<file path="src/rtl/baud_pkg.sv">
package baud_pkg;
  localparam int unsigned DEF_INT_W  = 16;
  localparam int unsigned DEF_FRAC_W = 6;
  localparam int unsigned DEF_OVS    = 16;

  // carry out of a FRAC_W-bit accumulator when the fraction is added
  function automatic logic frac_carry(input int unsigned acc,
                                      input int unsigned frac,
                                      input int unsigned width);
    return ((acc + frac) >> width) != 0;
  endfunction

  // last count of a divisor period, counted from zero
  function automatic int unsigned period_last(input int unsigned ibrd,
                                              input logic carry);
    return ibrd - 1 + (carry ? 1 : 0);
  endfunction
endpackage

</file>
<file path="src/rtl/divisor_regs.sv">
module divisor_regs #(
  parameter int unsigned INT_W  = baud_pkg::DEF_INT_W,
  parameter int unsigned FRAC_W = baud_pkg::DEF_FRAC_W
) (
  input  logic              clk,
  input  logic              rst_n,
  input  logic              ibrd_wr,
  input  logic [INT_W-1:0]  ibrd_wdata,
  input  logic              fbrd_wr,
  input  logic [FRAC_W-1:0] fbrd_wdata,
  input  logic              lcr_wr,
  output logic [INT_W-1:0]  act_ibrd,
  output logic [FRAC_W-1:0] act_fbrd
);
  logic [INT_W-1:0]  pend_ibrd;
  logic [FRAC_W-1:0] pend_fbrd;

  always_ff @(posedge clk or negedge rst_n) begin
    if (!rst_n) begin
      pend_ibrd <= '0;
      pend_fbrd <= '0;
    end else begin
      if (ibrd_wr) pend_ibrd <= ibrd_wdata;
      if (fbrd_wr) pend_fbrd <= fbrd_wdata;
    end
  end

  always_ff @(posedge clk or negedge rst_n) begin
    if (!rst_n) begin
      act_ibrd <= '0;
      act_fbrd <= '0;
    end else if (lcr_wr) begin
      act_ibrd <= pend_ibrd;
      act_fbrd <= pend_fbrd;
    end
  end

  AST_ACT_HOLD: assert property (@(posedge clk) disable iff (!rst_n)
    !lcr_wr |=> ($stable(act_ibrd) && $stable(act_fbrd)));
  AST_ACT_LOAD: assert property (@(posedge clk) disable iff (!rst_n)
    lcr_wr |=> (act_ibrd == $past(pend_ibrd) && act_fbrd == $past(pend_fbrd)));
endmodule

</file>
<file path="src/rtl/frac_tick_gen.sv">
module frac_tick_gen #(
  parameter int unsigned INT_W  = baud_pkg::DEF_INT_W,
  parameter int unsigned FRAC_W = baud_pkg::DEF_FRAC_W
) (
  input  logic              clk,
  input  logic              rst_n,
  input  logic              run,
  input  logic [INT_W-1:0]  ibrd,
  input  logic [FRAC_W-1:0] fbrd,
  output logic              tick_o
);
  localparam int unsigned CNT_W = INT_W + 1;

  logic [CNT_W-1:0]  cnt;
  logic [CNT_W-1:0]  last_cnt;
  logic [FRAC_W-1:0] acc;
  logic              carry;
  logic              wrap;
  logic              tick_q;

  always_comb begin
    carry    = baud_pkg::frac_carry(32'(acc), 32'(fbrd), FRAC_W);
    last_cnt = CNT_W'(baud_pkg::period_last(32'(ibrd), carry));
    wrap     = run && (cnt >= last_cnt);
  end

  always_ff @(posedge clk or negedge rst_n) begin
    if (!rst_n) begin
      cnt    <= '0;
      acc    <= '0;
      tick_q <= 1'b0;
    end else if (!run) begin
      cnt    <= '0;
      acc    <= '0;
      tick_q <= 1'b0;
    end else if (wrap) begin
      cnt    <= '0;
      acc    <= acc + fbrd;
      tick_q <= 1'b1;
    end else begin
      cnt    <= cnt + 1'b1;
      tick_q <= 1'b0;
    end
  end

  assign tick_o = tick_q & run;

  AST_IDLE_CLEAR: assert property (@(posedge clk) disable iff (!rst_n)
    !run |=> (cnt == '0 && acc == '0));
  AST_CNT_BOUND: assert property (@(posedge clk) disable iff (!rst_n)
    (run && $past(run) && $stable(ibrd)) |-> (cnt <= CNT_W'(ibrd)));
  AST_NO_TICK_STOPPED: assert property (@(posedge clk) disable iff (!rst_n)
    (ibrd == '0) |-> !tick_o);
endmodule

</file>
<file path="src/rtl/bit_divider.sv">
module bit_divider #(
  parameter int unsigned OVS = baud_pkg::DEF_OVS
) (
  input  logic clk,
  input  logic rst_n,
  input  logic run,
  input  logic tick,
  output logic bit_o
);
  localparam int unsigned BW = (OVS > 1) ? $clog2(OVS) : 1;
  localparam logic [BW-1:0] LAST = BW'(OVS - 1);

  logic [BW-1:0] cnt;

  always_ff @(posedge clk or negedge rst_n) begin
    if (!rst_n)      cnt <= '0;
    else if (!run)   cnt <= '0;
    else if (tick)   cnt <= (cnt == LAST) ? '0 : cnt + 1'b1;
  end

  assign bit_o = tick && (cnt == LAST);

  AST_BIT_IDLE: assert property (@(posedge clk) disable iff (!rst_n)
    !run |=> (cnt == '0));
  AST_BIT_RESTART: assert property (@(posedge clk) disable iff (!rst_n)
    bit_o |=> (cnt == '0));
endmodule

</file>
<file path="src/rtl/baud_frac_gen.sv">
module baud_frac_gen #(
  parameter int unsigned INT_W  = baud_pkg::DEF_INT_W,
  parameter int unsigned FRAC_W = baud_pkg::DEF_FRAC_W,
  parameter int unsigned OVS    = baud_pkg::DEF_OVS
) (
  input  logic              clk,
  input  logic              rst_n,
  input  logic              en,
  input  logic              ibrd_wr,
  input  logic [INT_W-1:0]  ibrd_wdata,
  input  logic              fbrd_wr,
  input  logic [FRAC_W-1:0] fbrd_wdata,
  input  logic              lcr_wr,
  output logic              baud16_tick,
  output logic              bit_tick
);
  logic [INT_W-1:0]  act_ibrd;
  logic [FRAC_W-1:0] act_fbrd;
  logic              run;

  divisor_regs #(.INT_W(INT_W), .FRAC_W(FRAC_W)) u_regs (
    .clk(clk), .rst_n(rst_n),
    .ibrd_wr(ibrd_wr), .ibrd_wdata(ibrd_wdata),
    .fbrd_wr(fbrd_wr), .fbrd_wdata(fbrd_wdata),
    .lcr_wr(lcr_wr),
    .act_ibrd(act_ibrd), .act_fbrd(act_fbrd)
  );

  assign run = en && (act_ibrd != '0);

  frac_tick_gen #(.INT_W(INT_W), .FRAC_W(FRAC_W)) u_tick (
    .clk(clk), .rst_n(rst_n), .run(run),
    .ibrd(act_ibrd), .fbrd(act_fbrd),
    .tick_o(baud16_tick)
  );

  bit_divider #(.OVS(OVS)) u_bit (
    .clk(clk), .rst_n(rst_n), .run(run),
    .tick(baud16_tick), .bit_o(bit_tick)
  );

  AST_OFF_QUIET: assert property (@(posedge clk) disable iff (!rst_n)
    !en |-> (!baud16_tick && !bit_tick));
  AST_BIT_WITH_TICK: assert property (@(posedge clk) disable iff (!rst_n)
    bit_tick |-> baud16_tick);
endmodule

</file>
<file path="config.mk">
export PLATFORM = sky130hd
export DESIGN_NAME = baud_frac_gen
export DESIGN_NICKNAME = d
export VERILOG_FILES = /design/src/rtl/baud_pkg.sv /design/src/rtl/divisor_regs.sv /design/src/rtl/frac_tick_gen.sv /design/src/rtl/bit_divider.sv /design/src/rtl/baud_frac_gen.sv
export SDC_FILE = /design/constraint.sdc
export NUM_CORES = 1
export LEC_CHECK = 0
export ABC_AREA = 0
export BUFFER_PORTS_ARGS = -buffer_cell sky130_fd_sc_hd__buf_2
export CORE_MARGIN = 1.5
export CORE_UTILIZATION = 45
export CTS_CLUSTER_SIZE = 16
export DETAILED_ROUTE_END_ITERATION = 6
export SLEW_MARGIN = 40
export SYNTH_ARGS = -nofsm -noshare
export SYNTH_HDL_FRONTEND = slang
export SYNTH_HIERARCHICAL = 1
export SYNTH_SLANG_ARGS = --single-unit
</file>
<file path="constraint.sdc">
create_clock -name clk -period 5.1 [get_ports clk]
set_input_delay 0.51 -clock clk [delete_from_list [all_inputs] [get_ports clk]]
set_output_delay 0.51 -clock clk [all_outputs]
set_load 0.02 [all_outputs]
</file>
# --- Word-level counts from Yosys, hierarchy flattened ---
# Index checks and enable logic that the tools add are counted.
word_totals:
  out_inout_bits: 2
  input_bits: 28
  wordCells: 34
  reg_bits: 72
classes:
  n_eq_ne: 3
  reduce_logical: 5
  muxes: 10
  n_addsub: 6
  n_lt_le_gt_ge: 1
  bitwise: 1
ops:
  columns: ["op", "count"]
  rows:
  - ["2-to-1 mux 17 bit", 2]
  - ["nonzero test 32 bit", 1]
  - ["adder 17 x 1 -> 17 bit, second input constant", 1]
  - ["adder 17 bit", 1]
  - ["greater-or-equal comparator 17 bit", 1]
  - ["subtractor 16 x 1 -> 17 bit, second input constant", 1]
  - ["nonzero test 16 bit", 1]
  - ["2-to-1 mux 4 bit", 3]
  - ["2-to-1 mux 6 bit", 2]
  - ["adder 6 x 6 -> 7 bit", 1]
  - ["adder 6 bit", 1]
  - ["adder 4 x 1 -> 4 bit, second input constant", 1]
  - ["== test 4 bit, second input constant", 1]
  - ["!= test 2 bit, second input constant", 2]
  - ["logical AND 1 bit", 3]
  - ["2-to-1 mux 1 bit", 3]
  - ["AND 1 bit", 1]

# --- Longest topological paths before layout ---
depth:
  word_depth: 8
  ltp_mapped: 19
  depth_no_buf: 18

# --- Modules after synthesis ---
# Netlist, hierarchy kept.
modules_own_cells:
  columns: ["mod", "cells_per_inst", "area_each_um2", "seq_area_each_um2", "n_inst"]
  rows:
  - ["frac_tick_gen", 208, 1939.4, 600.6, 1]
  - ["divisor_regs", 93, 1692.9, 1101.1, 1]
  - ["bit_divider", 19, 214.0, 100.1, 1]
  - ["baud_frac_gen", 6, 37.5, 0.0, 1]

# --- Worst setup path after synthesis ---
# No wires, ideal clock.
synth_path:
  path_kind: "register to register"
  from: "reg u_regs.act_fbrd[0]"
  to: "reg u_tick.cnt[10]"
  stages_incl_launch_ff: 17
  period_less_slack_ns: 3.934
  path_buffers: 1
  slack_ns: 1.166
  setup_ns: 0.071
  t_required_ns: 5.029
  arrival_ns: 3.863
  cell_sequence: "dfrtp_1 > ha_1 > fa_1 > a21o_1 > a21o_1 > a21o_1 > a21oi_1 > ha_1 > ha_1 > nand3_1 > or3b_1 > ha_1 > and4_2 > a221oi_4 > nand3_4 > buf_6 > nor2_1"
synth_between:
  elab_chain_cells: 8
synth_rtl:
  columns: ["item", "line_no", "rtl"]
  rows:
  - ["start: declaration", "divisor_regs.sv:13", "output logic [FRAC_W-1:0] act_fbrd"]
  - ["start signal: assignment", "divisor_regs.sv:34", "act_fbrd <= pend_fbrd;"]
  - ["adder 6 x 6 -> 7 bit", "baud_pkg.sv:10", "return ((acc + frac) >> width) != 0;"]
  - ["nonzero test 32 bit", "baud_pkg.sv:10", null]
  - ["2-to-1 mux 1 bit", "baud_pkg.sv:16", "return ibrd - 1 + (carry ? 1 : 0);"]
  - ["adder 17 bit", "baud_pkg.sv:16", null]
  - ["greater-or-equal comparator 17 bit", "frac_tick_gen.sv:24", "wrap = run && (cnt >= last_cnt);"]
  - ["logical AND 1 bit", "frac_tick_gen.sv:24", null]
  - ["2-to-1 mux 17 bit", "frac_tick_gen.sv:36", "end else if (wrap) begin"]
  - ["2-to-1 mux 17 bit", "frac_tick_gen.sv:32", "end else if (!run) begin"]
  - ["end signal: assignment", "frac_tick_gen.sv:41", "cnt <= cnt + 1'b1;"]
  - ["end: declaration", "frac_tick_gen.sv:14", "logic [CNT_W-1:0] cnt;"]
# No other way between the ends.
# A chain may end at the register's enable or synchronous reset.

# --- Worst setup path in the final report ---
layout_path:
  from: "reg u_regs.act_fbrd[0]"
  to: "reg u_tick.cnt[7]"
# The elaborated chain is that of the path after synthesis.

==> results_tabular.tex <==
\begin{tabular}{lr}
\hline
Metric & Value \\
\hline
\multicolumn{2}{l}{\textbf{Setup path}} \\
Data arrival time of the critical path & 4.53 ns \\
Worst setup SP type & flip-flop \\
Beginning of the critical path & u\_regs/act\_fbrd[0] \\
CP endpoint & u\_tick/cnt[7] \\
Count of cells along the worst register-to-register path & 17 \\
Largest stage delay on the critical path & approximately 0.41 ns \\
Flop2flop setup slack & 0.86 ns \\
Cells along the critical path & ha\_1 > fa\_1 > a21o\_1 > a21o\_1 > a21o\_1 > a21oi\_1 > ha\_1 > ha\_1 > nand3\_1 > nor3\_1 > xnor2\_1 > ha\_1 > a21o\_1 > a21o\_1 > a221oi\_4 > nand3\_4 > nor2\_1 \\
Reg-to-Reg Start & u\_regs/act\_fbrd[0] \\
Slowest-stage cell, CP & fa\_1 \\
Endpoint type of the worst setup path & flip-flop \\
Data required time at the worst endpoint & roughly 5.4 ns \\
Max Fanout on Critical Path & 17 \\
Worst r2r dst & u\_tick/cnt[7] \\
Library cell appearing most often on the critical path & a21o\_1 \\
Worst Path Class, Setup & flip-flop to flip-flop \\
\multicolumn{2}{l}{\textbf{Routing}} \\
Remaining antenna violation count & 0 \\
Total via count after detailed routing & 2447 \\
DRC Markers & 0 \\
Routed wirelength normalized by instance count & 14.0 um \\
Pre-Repair DR Iteration Count & 4 \\
Initial drt markers & slightly above 60 \\
Via/cell ratio & 5.21 \\
WL final & between 6000 and 7000 um \\
\multicolumn{2}{l}{\textbf{Clocking}} \\
Maximum count of clock buffers along a single path & 2 \\
Cts bufs inserted & 9 \\
H-tree level count & 3 \\
Count of clock tree sinks & 72 \\
Clock Tree Root & clkbuf\_8 \\
Number of buffers inserted for hold repair after clock tree synthesis & 0 \\
Post-CTS setup repair buffer count & 0 \\
Cells resized by post-CTS repair & 0 \\
Clock network latency to the later pin of the worst-skew pair & 0.35 ns \\
TritonCTS clock tree & done \\
Clock slew at reported path FFs & 0.08 ns \\
\multicolumn{2}{l}{\textbf{Floorplanning}} \\
Full die area & 9200 sq um \\
Area of the core & 8300 sq um \\
Initial Utilization & 0.468 \\
Io pins & 30 \\
Die Y-Extent & 95.9 um \\
Horizontal extent of the die & 95.9 um \\
Number of placement rows & 33 \\
\multicolumn{2}{l}{\textbf{Global routing}} \\
Pin count of the biggest net entering global routing & 73 \\
Global-route total usage across every layer & 0.166 \\
M3 GR Usage & 0.0466 \\
Peak-usage layer in the global routing report & met1 \\
First-pass GRT wire length & 11600 um \\
Number of antenna violations at the first check in global routing & 0 \\
Overflow after GRT & 0 \\
Vias in the first global route & 2449 \\
Met1 usage & 0.242 \\
GRT met2 Usage & 0.240 \\
\multicolumn{2}{l}{\textbf{Timing}} \\
Setup TNS after final layout & 0 ns \\
Worst clock skew on the final layout & approximately 0.014 ns \\
Final Hold Vio Count & 0 \\
Tmin final & between 4 and 5 ns \\
Worst Tran Pin Value & $\sim$0.64 ns \\
Crit share post-route & 0.832 \\
Unrepaired setup endpoints after global routing & no \\
Max-slew headroom & 0.572 \\
Maximum clock rate & 0.236 GHz \\
Final setup violation count & 0 \\
Number of pins exceeding their max-slew limit in the final report & 0 \\
\multicolumn{2}{l}{\textbf{Placement}} \\
HPWL after DPL & 4770 um \\
\# port buffers & 29 \\
Final weighted congestion in routability-driven placement & 0.715 \\
\multicolumn{2}{l}{\textbf{Synthesis}} \\
Fraction of post-synthesis cell area in the top cell type by area & 0.464 \\
Post-synthesis sequential area ratio & 0.464 \\
Yosys top cell by area & dfrtp\_1 \\
Cell count after synthesis & approximately 330 \\
Biggest area contributors in the synthesized netlist & dfrtp\_1, mux2\_2, ha\_1 \\
Number of warnings issued by yosys & 6 \\
Synthesized area & 3880 sq um \\
Number of distinct standard cells referenced by the synthesized netlist & 42 \\
Fraction of registers with async set or reset after synthesis & 1.00 \\
Post-Syn Area per Cell & 11.9 sq um \\
Number of register bits inferred by synthesis & between 70 and 80 \\
Post-synth EDFFs & 0 \\
Net count after synthesis & 382 \\
Most used DFF post-synth & dfrtp\_1 \\
\multicolumn{2}{l}{\textbf{Layout}} \\
Combined flip-flop and latch cell area & 1800 sq um \\
Final core utilization & 0.520 \\
Layout overhead on the synthesized area & 11.2\% \\
Ant diodes & 0 \\
Layout cells sized above 1 & 0.260 \\
Fillers & about 730 \\
Total Nets Final & 416 \\
Multi-input combinational cell area & 1970 sq um \\
\multicolumn{2}{l}{\textbf{Flow run}} \\
Reported max-cap violation count & 0 \\
\multicolumn{2}{l}{\textbf{Power}} \\
Total power density per cell area & 309 nW/um\^{}2 \\
Combinational Power Share & 0.133 \\
Int Power & 0.989 mW \\
Clock share of power & 0.370 \\
Fraction of power spent switching nets & 0.259 \\
Static leakage power & slightly above 2 nW \\
Switching Power & 0.345 mW \\
Worst ir drop on vdd & $\sim$0.00020 V \\
Seq pwr share & 0.497 \\
\multicolumn{2}{l}{\textbf{Min path}} \\
Kind of path behind the tightest hold check & input pin to async pin \\
\multicolumn{2}{l}{\textbf{Status}} \\
Status & finished, final reports clean \\
\hline
\end{tabular}
## cells in the mapped netlist (2+ instances only)
cell	n
dfrtp_1	72
mux2_2	34
ha_1	27
nand2_1	23
nor2_1	22
xor2_1	18
xnor2_1	15
a21oi_1	10
mux2_4	10
nand3_1	10
inv_1	8
and3_1	7
a21o_1	6
mux2i_1	6
nor4_1	6
nor2b_1	5
nor3_1	5
and2_1	4
buf_6	4
o21ai_0	4
nand4_1	3
a41oi_1	2
and4_2	2
clkbuf_1	2
nand3b_1	2
o211a_1	2
or3_1	2
## registers in the layout, indices dropped and copies added (netlist names)
register,cells
u_tick/cnt,17
u_regs/pend_ibrd,16
u_regs/act_fbrd,6
u_tick/acc,6
u_tick/tick_q,1
u_regs/pend_fbrd,6
u_regs/act_ibrd,16
u_bit/cnt,4
## metrics by stage
step / hold WS [ns] / total power, mW / area (sq um) / std cells / setup slack (ns)
floorplan: 0.214 / 0.793 / 3880 / 326 / 1.17
global placement: 0.470 / 0.843 / 4100 / 454 / 0.918
detailed placement: 0.483 / 0.852 / 4100 / 454 / 0.797
CTS: 0.279 / 1.35 / 4320 / 470 / 0.784
global route: 0.322 / 1.40 / 4320 / 470 / 0.480
finish: 0.252 / 1.33 / 4320 / 470 / 0.856
## how the worst min path moves through the flow
stage | startpoint | endpoint | slack (ns) | cells past startpoint
finish | rst_n | u_tick/cnt[3] | 0.25 | 2
global route | rst_n | u_tick/cnt[1] | 0.32 | 2
CTS | rst_n | u_tick/cnt[3] | 0.28 | 2
detailed placement | u_tick/cnt[0] | u_tick/cnt[0] | 0.48 | 1
global placement | u_tick/cnt[0] | u_tick/cnt[0] | 0.47 | 1
floorplan | rst_n | u_bit/cnt[0] | 0.21 | 0
## power by group through the flow
| stage | Combinational (mW) | Clock (mW) | Sequential (mW) |
|---|---|---|---|
| after detailed placement | 0.178 | 0 | 0.673 |
| after CTS | 0.179 | 0.512 | 0.662 |
| after floorplan | 0.135 | 0 | 0.658 |
| after global placement | 0.171 | 0 | 0.672 |
| final | 0.177 | 0.494 | 0.662 |
| after global routing | 0.201 | 0.533 | 0.671 |
## cells in the final DEF (no fill, tap or decap), types with 2 or more instances in the layout
| cell | synthesis | routed |
|---|---|---|
| nand3_1 | 10 | 10 |
| nand2_1 | 23 | 23 |
| and3_1 | 7 | 7 |
| or3_1 | 2 | 2 |
| o211a_1 | 2 | 2 |
| xor2_1 | 18 | 18 |
| buf_2 | 1 | 29 |
| mux2_2 | 34 | 34 |
| bufinv_16 | 0 | 2 |
| nand3b_1 | 2 | 2 |
| inv_6 | 0 | 2 |
| xnor2_1 | 15 | 15 |
| and2_1 | 4 | 4 |
| ha_1 | 27 | 27 |
| clkbuf_8 | 0 | 9 |
| a21o_1 | 6 | 6 |
| nor4_1 | 6 | 6 |
| o21ai_0 | 4 | 4 |
| mux2i_1 | 6 | 6 |
| mux2_4 | 10 | 10 |
| inv_1 | 8 | 8 |
| a41oi_1 | 2 | 2 |
| dfrtp_1 | 72 | 72 |
| a21oi_1 | 10 | 10 |
| nor2b_1 | 5 | 5 |
| nor3_1 | 5 | 5 |
| and4_2 | 2 | 2 |
| nand4_1 | 3 | 3 |
| nor2_1 | 22 | 22 |
## cells by family after synthesis
group	Yosys count	synth area share
XOR/XNOR	33	0.0744
AO/OA/AOI/OAI	31	0.0602
buffers and inverters	16	0.0277
AND/OR/NAND/NOR	96	0.129
multiplexers	50	0.153
flip-flops	72	0.464
adder cells (fa/ha/maj)	28	0.0921
## worst max-delay path: cells and delay by family (launching register included)
family	cells	cell delay, ns
compound gates	7	1.44
xor+xnor	1	0.15
fa+ha+maj	5	1.32
flops	1	0.39
simple gates	4	0.87
## layout make-up
class	count	share of cell area
Multi-Input combinational cell	238	0.457
Sequential cell	72	0.417
Timing Repair Buffer	31	0.0379
Tap cell	105	0.0304
Clock buffer	10	0.0295
Clock inverter	6	0.0209
Inverter	8	0.00695
## metal layers
metal  part of all wire  wire, um
met4             0.0099        65
met1               0.52      3410
met2               0.43      2850
met5                  0         0
met3              0.037       246
Note: power is estimated with default switching activity, not from simulation.
